$ cat config.mk
export PLATFORM = sky130hd
export DESIGN_NAME = evtimer_top
export DESIGN_NICKNAME = d
export VERILOG_FILES = /design/src/rtl/evtimer_pkg.sv /design/src/rtl/evtimer_sync.sv /design/src/rtl/evtimer_regs.sv /design/src/rtl/evtimer_core.sv /design/src/rtl/evtimer_top.sv
export SDC_FILE = /design/constraint.sdc
export NUM_CORES = 1
export LEC_CHECK = 0
export BUFFER_PORTS_ARGS = -buffer_cell sky130_fd_sc_hd__buf_2
export CAP_MARGIN = 20
export CORE_UTILIZATION = 50
export DETAILED_ROUTE_END_ITERATION = 7
export PLACE_DENSITY = 0.73
export SLEW_MARGIN = 20
export SYNTH_ARGS = -nofsm -noshare
export SYNTH_HDL_FRONTEND = slang
export SYNTH_HIERARCHICAL = 1
export SYNTH_SLANG_ARGS = --single-unit
$ cat constraint.sdc
create_clock -name clk_i -period 2.82 [get_ports clk_i]
set_clock_uncertainty 0.1 [all_clocks]
set_input_delay 0.564 -clock clk_i [delete_from_list [all_inputs] [get_ports clk_i]]
set_output_delay 0.564 -clock clk_i [all_outputs]
set_load 0.1 [all_outputs]
$ cat src/rtl/evtimer_pkg.sv
package evtimer_pkg;
  typedef enum logic [1:0] {
    MODE_OFF   = 2'b00,
    MODE_EVENT = 2'b01,
    MODE_TIMER = 2'b10,
    MODE_PULSE = 2'b11
  } mode_e;

  localparam logic [1:0] ADDR_COUNT = 2'd0;
  localparam logic [1:0] ADDR_CTRL  = 2'd1;
  localparam logic [1:0] ADDR_FLAG  = 2'd2;

  // control register bit positions
  localparam int unsigned CTRL_MODE_LSB = 6;
  localparam int unsigned CTRL_EN_BIT   = 4;
  localparam int unsigned CTRL_ESEL_BIT = 3;
endpackage

$ cat src/rtl/evtimer_sync.sv
module evtimer_sync #(
  parameter int unsigned STAGES = 2
) (
  input  logic clk_i,
  input  logic rst_ni,
  input  logic pin_i,
  output logic level_o,
  output logic rise_o,
  output logic fall_o
);
  logic [STAGES-1:0] chain_q;
  logic              prev_q;

  generate
    if (STAGES == 1) begin : g_one
      always_ff @(posedge clk_i or negedge rst_ni)
        if (!rst_ni) chain_q <= '0;
        else         chain_q <= pin_i;
    end else begin : g_multi
      always_ff @(posedge clk_i or negedge rst_ni)
        if (!rst_ni) chain_q <= '0;
        else         chain_q <= {chain_q[STAGES-2:0], pin_i};
    end
  endgenerate

  always_ff @(posedge clk_i or negedge rst_ni)
    if (!rst_ni) prev_q <= 1'b0;
    else         prev_q <= chain_q[STAGES-1];

  assign level_o = chain_q[STAGES-1];
  assign rise_o  = level_o & ~prev_q;
  assign fall_o  = ~level_o & prev_q;
endmodule

$ cat src/rtl/evtimer_regs.sv
module evtimer_regs
  import evtimer_pkg::*;
#(
  parameter int unsigned CNT_W  = 8,
  parameter int unsigned ADDR_W = 2
) (
  input  logic              clk_i,
  input  logic              rst_ni,
  input  logic [ADDR_W-1:0] addr_i,
  input  logic              we_i,
  input  logic [CNT_W-1:0]  wdata_i,
  input  logic              ovf_i,
  input  logic              pw_done_i,
  output mode_e             mode_o,
  output logic              en_o,
  output logic              esel_o,
  output logic [CNT_W-1:0]  preload_o,
  output logic              flag_o
);
  logic wr_count, wr_ctrl, wr_flag;

  assign wr_count = we_i && (addr_i == ADDR_W'(ADDR_COUNT));
  assign wr_ctrl  = we_i && (addr_i == ADDR_W'(ADDR_CTRL));
  assign wr_flag  = we_i && (addr_i == ADDR_W'(ADDR_FLAG));

  always_ff @(posedge clk_i or negedge rst_ni)
    if (!rst_ni)       preload_o <= '0;
    else if (wr_count) preload_o <= wdata_i;

  always_ff @(posedge clk_i or negedge rst_ni)
    if (!rst_ni) begin
      mode_o <= MODE_OFF;
      en_o   <= 1'b0;
      esel_o <= 1'b1;
    end else if (wr_ctrl) begin
      mode_o <= mode_e'(wdata_i[CTRL_MODE_LSB +: 2]);
      en_o   <= wdata_i[CTRL_EN_BIT];
      esel_o <= wdata_i[CTRL_ESEL_BIT];
    end else if (pw_done_i) begin
      en_o   <= 1'b0;
    end

  // set wins over clear
  always_ff @(posedge clk_i or negedge rst_ni)
    if (!rst_ni)                      flag_o <= 1'b0;
    else if (ovf_i)                   flag_o <= 1'b1;
    else if (wr_flag && !wdata_i[0])  flag_o <= 1'b0;
endmodule

$ cat src/rtl/evtimer_core.sv
module evtimer_core
  import evtimer_pkg::*;
#(
  parameter int unsigned CNT_W = 8
) (
  input  logic             clk_i,
  input  logic             rst_ni,
  input  mode_e            mode_i,
  input  logic             en_i,
  input  logic             esel_i,
  input  logic             tick_i,
  input  logic             rise_i,
  input  logic             fall_i,
  input  logic [CNT_W-1:0] preload_i,
  output logic [CNT_W-1:0] cnt_o,
  output logic             ovf_o,
  output logic             pw_done_o,
  output logic             pfd_o
);
  localparam logic [CNT_W-1:0] CNT_MAX = '1;

  logic act_edge, end_edge, pw_run_q, step;

  assign act_edge = esel_i ? rise_i : fall_i;
  assign end_edge = esel_i ? fall_i : rise_i;

  always_ff @(posedge clk_i or negedge rst_ni)
    if (!rst_ni)                                 pw_run_q <= 1'b0;
    else if (!en_i || mode_i != MODE_PULSE)      pw_run_q <= 1'b0;
    else if (pw_run_q && end_edge)               pw_run_q <= 1'b0;
    else if (!pw_run_q && act_edge)              pw_run_q <= 1'b1;

  assign pw_done_o = en_i && (mode_i == MODE_PULSE) && pw_run_q && end_edge;

  always_comb begin
    unique case (mode_i)
      MODE_EVENT: step = act_edge;
      MODE_TIMER: step = tick_i;
      MODE_PULSE: step = pw_run_q && tick_i;
      default:    step = 1'b0;
    endcase
    step = step && en_i;
  end

  assign ovf_o = step && (cnt_o == CNT_MAX);

  always_ff @(posedge clk_i or negedge rst_ni)
    if (!rst_ni)    cnt_o <= '0;
    else if (ovf_o) cnt_o <= preload_i;
    else if (step)  cnt_o <= cnt_o + CNT_W'(1);

  always_ff @(posedge clk_i or negedge rst_ni)
    if (!rst_ni)    pfd_o <= 1'b0;
    else if (ovf_o) pfd_o <= ~pfd_o;
endmodule

$ cat src/rtl/evtimer_top.sv
module evtimer_top
  import evtimer_pkg::*;
#(
  parameter int unsigned CNT_W       = 8,
  parameter int unsigned ADDR_W      = 2,
  parameter int unsigned SYNC_STAGES = 2
) (
  input  logic              clk_i,
  input  logic              rst_ni,
  input  logic [ADDR_W-1:0] bus_addr_i,
  input  logic              bus_we_i,
  input  logic [CNT_W-1:0]  bus_wdata_i,
  output logic [CNT_W-1:0]  bus_rdata_o,
  input  logic              tmr_pin_i,
  input  logic              tick_i,
  output logic              irq_o,
  output logic              pfd_o
);
  mode_e            mode;
  logic             en, esel, flag, ovf, pw_done;
  logic             pin_lvl, pin_rise, pin_fall;
  logic [CNT_W-1:0] preload, cnt;

  evtimer_sync #(.STAGES(SYNC_STAGES)) u_sync (
    .clk_i  (clk_i),
    .rst_ni (rst_ni),
    .pin_i  (tmr_pin_i),
    .level_o(pin_lvl),
    .rise_o (pin_rise),
    .fall_o (pin_fall)
  );

  evtimer_regs #(.CNT_W(CNT_W), .ADDR_W(ADDR_W)) u_regs (
    .clk_i    (clk_i),
    .rst_ni   (rst_ni),
    .addr_i   (bus_addr_i),
    .we_i     (bus_we_i),
    .wdata_i  (bus_wdata_i),
    .ovf_i    (ovf),
    .pw_done_i(pw_done),
    .mode_o   (mode),
    .en_o     (en),
    .esel_o   (esel),
    .preload_o(preload),
    .flag_o   (flag)
  );

  evtimer_core #(.CNT_W(CNT_W)) u_core (
    .clk_i    (clk_i),
    .rst_ni   (rst_ni),
    .mode_i   (mode),
    .en_i     (en),
    .esel_i   (esel),
    .tick_i   (tick_i),
    .rise_i   (pin_rise),
    .fall_i   (pin_fall),
    .preload_i(preload),
    .cnt_o    (cnt),
    .ovf_o    (ovf),
    .pw_done_o(pw_done),
    .pfd_o    (pfd_o)
  );

  always_comb begin
    bus_rdata_o = '0;
    unique case (bus_addr_i)
      ADDR_W'(ADDR_COUNT): bus_rdata_o = cnt;
      ADDR_W'(ADDR_CTRL): begin
        bus_rdata_o[CTRL_MODE_LSB +: 2] = mode;
        bus_rdata_o[CTRL_EN_BIT]        = en;
        bus_rdata_o[CTRL_ESEL_BIT]      = esel;
      end
      ADDR_W'(ADDR_FLAG): bus_rdata_o[0] = flag;
      default: bus_rdata_o = '0;
    endcase
  end

  assign irq_o = flag;

  // level is only consumed through the edge strobes
  logic unused_lvl;
  assign unused_lvl = pin_lvl;
endmodule

* After elaboration in Yosys (flattened, before gate mapping)
Cells that the tools add are included.
Word-level totals: register bits 26, output and inout bits 10, logic and storage cells 61, input port bits 15
Cells by class: reductions and logical operators 21, equal/unequal tests 7, $add $sub $neg 1, muxes and demuxes 17, bitwise gates (word level) 5
Operators with widths (number):
- 8-bit 2-to-1 mux | 2
- 1-bit logical AND | 12
- 1-bit 2-to-1 mux | 10
- 8-bit by 1-bit adder with 8-bit output (second input constant) | 1
- 8-bit equality test (second input constant) | 1
- 2-bit one-hot mux with 2 select lines | 2
- 2-bit equality test (second input constant) | 3
- 2-bit nonzero test | 3
- 2-bit by 1-bit equality test with 1-bit output (second input constant) | 2
- 1-bit logical NOT | 3
- 1-bit NOT | 3
- 1-bit one-hot mux with 3 select lines | 1
- 3-bit nonzero test | 1
- 1-bit AND | 2
- 2-bit logical NOT | 1
- 2-bit 2-to-1 mux | 1
- 2-bit != test (second input constant) | 1
- 1-bit one-hot mux with 2 select lines | 1
- 1-bit logical OR | 1

* Longest topological paths before layout
depth in word-level cells 7, gate-level depth with buffers 6, depth with buffers taken out 5

* Hierarchy
Netlist, hierarchy kept.
Modules (own cells, without submodules):
- evtimer_core | cells each 66, sequential area each 250.2 µm², times used 1, area each 670.6 µm²
- evtimer_regs | cells each 30, sequential area each 326.6 µm², times used 1, area each 513.0 µm²
- evtimer_top | cells each 15, sequential area each 0.0 µm², times used 1, area each 102.6 µm²
- evtimer_sync | cells each 5, sequential area each 75.1 µm², times used 1, area each 90.1 µm²

* Least setup slack after synthesis
Ideal clock, no wire load.
path kind register -> output, from register u_regs.flag_o, to output port bus_rdata_o[0], arrival time 2.369 ns, setup slack -0.213 ns, path buffers 0, data required time 2.156 ns, stages on the path, launching flop included 3, cells stage by stage dfrtp_1 > mux2i_1 > nor2_1
Between the ends: word-level cells in the longest chain between the ends 1
RTL lines:
- start: declaration | line evtimer_regs.sv:18 | output logic flag_o
- start signal: assignment | line evtimer_regs.sv:45 | if (!rst_ni) flag_o <= 1'b0;
- start signal: assignment | line evtimer_regs.sv:46 | else if (ovf_i) flag_o <= 1'b1;
- start signal: assignment | line evtimer_regs.sv:47 | else if (wr_flag && !wdata_i[0]) flag_o <= 1'b0;
- 1-bit one-hot mux with 2 select lines | line evtimer_top.sv:66 | unique case (bus_addr_i)
- end: declaration | line evtimer_top.sv:13 | output logic [CNT_W-1:0] bus_rdata_o,
Every way passes these cells.

* Worst setup path in the final report
from register u_regs.esel_o, to output port bus_rdata_o[3]
Between the ends: word-level cells in the longest chain between the ends 1
RTL lines:
- start: declaration | line evtimer_regs.sv:16 | output logic esel_o,
- start signal: assignment | line evtimer_regs.sv:38 | esel_o <= wdata_i[CTRL_ESEL_BIT];
- 2-bit one-hot mux with 2 select lines | line evtimer_top.sv:66
Every way passes these cells.

==> results.txt <==
----------------------------------------------------
[Drt]
  Initial DRT Pass Iterations ... 4
  Routed length on met1 ... 1157 um
  Total wire length after detailed routing ... 2419 um
  Total DRC errors in the routed layout ... 0
  Detailed-route vias per instance ... ~5.5
  Via total after detailed routing ... approximately 930
  Highest metal layer with signal wires ... met4
  Met2 routed wirelength ... ~1200 um
  Antenna Violating Nets Remaining ... 0
  Per-cell routed wire length ... about 14 um
  Length of routed met3 wiring ... about 70 um
  Count of routing violations after the opening detailed-route iteration ... 14

[Timing]
  Maximum clock frequency ... 0.4565 GHz
  Max Transition Viols Final ... 0
  Setup ws final ... around 630 ps
  Worst-Margin Slew ... 607.4 ps
  Final setup violation count ... 0
  Hold Worst Slack ... approximately 110 ps
  Hold Vio Cnt, Final ... 0
  RSZ-0062 raised after global routing ... false
  Crit path time final ... 2191 ps
  Crit share post-route ... 77.68%
  Final-layout setup total negative slack ... 0 ps
  Worst slew margin relative to its limit ... 59.50%

[Logic synthesis]
  Synth cell types ... 32
  Biggest area contributors in the synthesized netlist ... sky130_fd_sc_hd__dfrtp_1, sky130_fd_sc_hd__mux2_2, sky130_fd_sc_hd__mux2i_1, sky130_fd_sc_hd__nor2_1, sky130_fd_sc_hd__buf_6
  Sequential area share after synthesis ... a little under half
  Main combinational cell family by area after synthesis ... simple AND/OR/NAND/NOR gates
  Average footprint of a synthesized cell ... about 12 sq um
  Warnings, synthesis ... 6
  Area share of the largest cell type after synthesis ... a little under half
  FFs w/ async S/R, synth ... 100.0%
  List of most frequent post-synthesis cells ... sky130_fd_sc_hd__dfrtp_1, sky130_fd_sc_hd__mux2_2, sky130_fd_sc_hd__mux2i_1
  Cell area after synthesis ... ~1400 sq um
  Fraction of the mapped netlist area in adder cells ... 0.9091%
  Cell taking the most area after synthesis ... sky130_fd_sc_hd__dfrtp_1
  Net count after synthesis ... 132
  Basic-gate share of the synthesized area counting and, or, nand and nor cells ... approximately 19%
  Number of flops mapped to enable cells by yosys ... 0
  Post-synthesis compound-gate area fraction ... 9.909%
  Primary FF master, synth ... sky130_fd_sc_hd__dfrtp_1
  Register bit count reported by yosys ... 26
  Xor/xnor share of the synthesized area ... 0.6364%
  Mux contribution to synthesized area ... 18.91%
  Number of instances in the synthesized netlist ... 116
  Most used standard cell by instance count after synthesis ... sky130_fd_sc_hd__dfrtp_1

[Placement]
  Global placer's final weighted congestion ... 0.8057
  Worst-case setup slack after placement ... 687.9 ps
  DP HPWL ... 1830 um
  Dpl cell area ... 1503 sq um
  DP Cell Count ... 167
  Buffers on Ports ... 24

[Clocking]
  Clock tree from TritonCTS ... yes
  Cell chosen for the clock root ... sky130_fd_sc_hd__clkbuf_4
  Insertion delay of the later-clocked pin in the worst-skew pair ... a little over 300 ps
  Hold buffers post-CTS ... 0
  Post-CTS Resized ... 0
  Cts bufs inserted ... 3
  Sinks on Clock Net ... 26
  Maximum clock path buffer count ... 2
  Clock-pin slew on the worst setup and hold paths ... approximately 140 ps
  Post-CTS setup buffer count ... 0
  Number of H-tree branching levels ... 1

[Critical path]
  Setup slack, reg-to-reg ... roughly 870 ps
  Startpoint of the worst-slack reg-to-reg timing path ... u_sync/prev_q
  Number of buffer and inverter stages on the critical path ... 1
  Cell type group with the largest total delay on the critical path ... flip-flops
  Worst path max stage delay ... 620 ps
  Critical path's slowest cell ... sky130_fd_sc_hd__dfstp_2
  Maximum fanout along the worst path ... 6
  Instance count on the critical path ... 3
  Critical path launch point ... u_regs/esel_o
  Cells along the critical path ... mux2i_1, nor2_1, buf_2
  Worst endpoint required time ... 2160 ps
  Type of the worst setup path ... reg -> out
  Crit path to ... bus_rdata_o[3]
  Startpoint Class ... flop
  Worst r2r path cells ... 5
  Data arrival time of the critical path ... 1530 ps
  CP endpoint kind ... output port
  FF-to-FF End ... u_core/cnt_o[6]

[GRT]
  GRT Overall Usage ... 18.66%
  First-pass GRT wire length ... 3877 um
  Via count of the first global-routing pass ... 894
  Maximum number of pins on one net before global-route repair ... 27
  Antenna violations before repair ... 0
  Leftover overflow at the end of global routing ... 0

[Run status]
  Status ... finished, final reports clean

[Floorplanning]
  I/O pins ... 25
  Initial core utilization ... about 54%
  Y dimension of the die ... 54.47 um
  Full die area ... between 2000 and 3000 sq um
  Placement Rows ... 18
  Die width ... 54.47 um
  Standard cell core area ... 2545 sq um

[Cells and area]
  P&R area growth vs syn ... 13.00%
  Fill cell instance count of the final layout ... 221
  Net count of the finished layout ... 158
  Count of inserted antenna diode cells ... 0
  Fin cells ... approximately 170
  Fraction of final layout cells sized beyond drive strength 1 ... 35.46%
  Total non-filler cell area in the finished layout ... 1555 sq um

[Pwr]
  Leak pwr ... 0.7549 nW
  Worst IR Drop VDD ... 0.5530 mV
  Power per standard cell area ... 727.5 nW/um^2

[Min path]
  Worst hold path type ... in -> async

[Flow run]
  Max Cap Viol ... 0

----------------------------------------------------
-- layout make-up --
class,instances,area (sq um),share of cell area [%]
Timing Repair Buffer,24,120.1,7.723
Inverter,2,7.507,0.4827
Multi-Input combinational cell,85,685.7,44.09
Clock inverter,1,30.03,1.931
Tap cell,30,37.54,2.414
Sequential cell,26,651.9,41.91
Clock buffer,3,22.52,1.448
-- worst min path at each step --
stage | from | to | slack, ps
after floorplan | rst_ni | u_core/cnt_o[0] | 170
after global placement | u_sync/chain_q[0] | u_sync/chain_q[1] | 240
after detailed placement | u_sync/chain_q[0] | u_sync/chain_q[1] | 240
after CTS | rst_ni | u_sync/prev_q | 130
after global routing | rst_ni | u_sync/prev_q | 150
final | rst_ni | u_sync/prev_q | 110
-- worst reg2reg max path, cell delays in order (launching register included) --
cell,delay [ps]
sky130_fd_sc_hd__dfrtp_1,400
sky130_fd_sc_hd__nor2b_1,290
sky130_fd_sc_hd__mux2i_1,190
sky130_fd_sc_hd__o32ai_4,380
sky130_fd_sc_hd__nand4_2,180
sky130_fd_sc_hd__mux2_4,320
-- metrics by stage --
step / utilization [%] / power [mW]
2_1_floorplan: - / 0.8083
3_3_place_gp: 59.05 / 0.8755
3_5_place_dp: 59.05 / 0.8864
4_1_cts: 61.11 / 1.140
5_1_grt: 61.11 / 1.195
6_report: 61.11 / 1.131
-- layout by cell type, fill, tap and decap left out, types with 2 or more instances in the layout --
cell type	instances
sky130_fd_sc_hd__nand3b_1	2
sky130_fd_sc_hd__buf_2	24
sky130_fd_sc_hd__a21oi_1	6
sky130_fd_sc_hd__mux2i_1	11
sky130_fd_sc_hd__clkbuf_4	3
sky130_fd_sc_hd__nand2_1	4
sky130_fd_sc_hd__o21ai_1	2
sky130_fd_sc_hd__a22o_1	3
sky130_fd_sc_hd__a41oi_1	2
sky130_fd_sc_hd__nand3_1	3
sky130_fd_sc_hd__nor2b_1	4
sky130_fd_sc_hd__a21o_1	2
sky130_fd_sc_hd__mux2_2	12
sky130_fd_sc_hd__and2_1	3
sky130_fd_sc_hd__inv_1	2
sky130_fd_sc_hd__and3_4	2
sky130_fd_sc_hd__and3_1	5
sky130_fd_sc_hd__dfrtp_1	25
sky130_fd_sc_hd__nor2_1	9
sky130_fd_sc_hd__nor3b_1	2
-- cells by family (layout without fill, tap and decap cells) --
logic type | count (synthesis) | in the layout
compound gates | 17 | 17
xor+xnor | 1 | 1
fa+ha+maj | 1 | 1
buf+inv | 5 | 30
flops | 26 | 26
mux | 24 | 24
simple gates | 42 | 42
-- report_power, final --
group | switching [mW] | leakage (nW) | internal [mW]
Sequential | 0.0780 | 0.320 | 0.444
Combinational | 0.226 | 0.407 | 0.134
Clock | 0.106 | 0.0279 | 0.144
Total | 0.410 | 0.755 | 0.722
-- sequential cells by signal (all words and copies together) (netlist names) --
| name | cells |
|---|---|
| u_core/pfd_o | 1 |
| u_regs/en_o | 1 |
| u_core/pw_run_q | 1 |
| u_sync/prev_q | 1 |
| u_regs/esel_o | 1 |
| u_core/cnt_o | 8 |
| u_sync/chain_q | 2 |
| u_regs/mode_o | 2 |
| u_regs/flag_o | 1 |
| u_regs/preload_o | 8 |
-- per-layer routing --
metal | vias to the layer above | global-route usage [%]
li1 | 471 | -
met1 | 448 | 23.51
met2 | 13 | 32.52
met3 | 2 | 2.500
met4 | 0 | 6.410
met5 | - | 0
No activity file was read; power rests on OpenSTA's default activity.
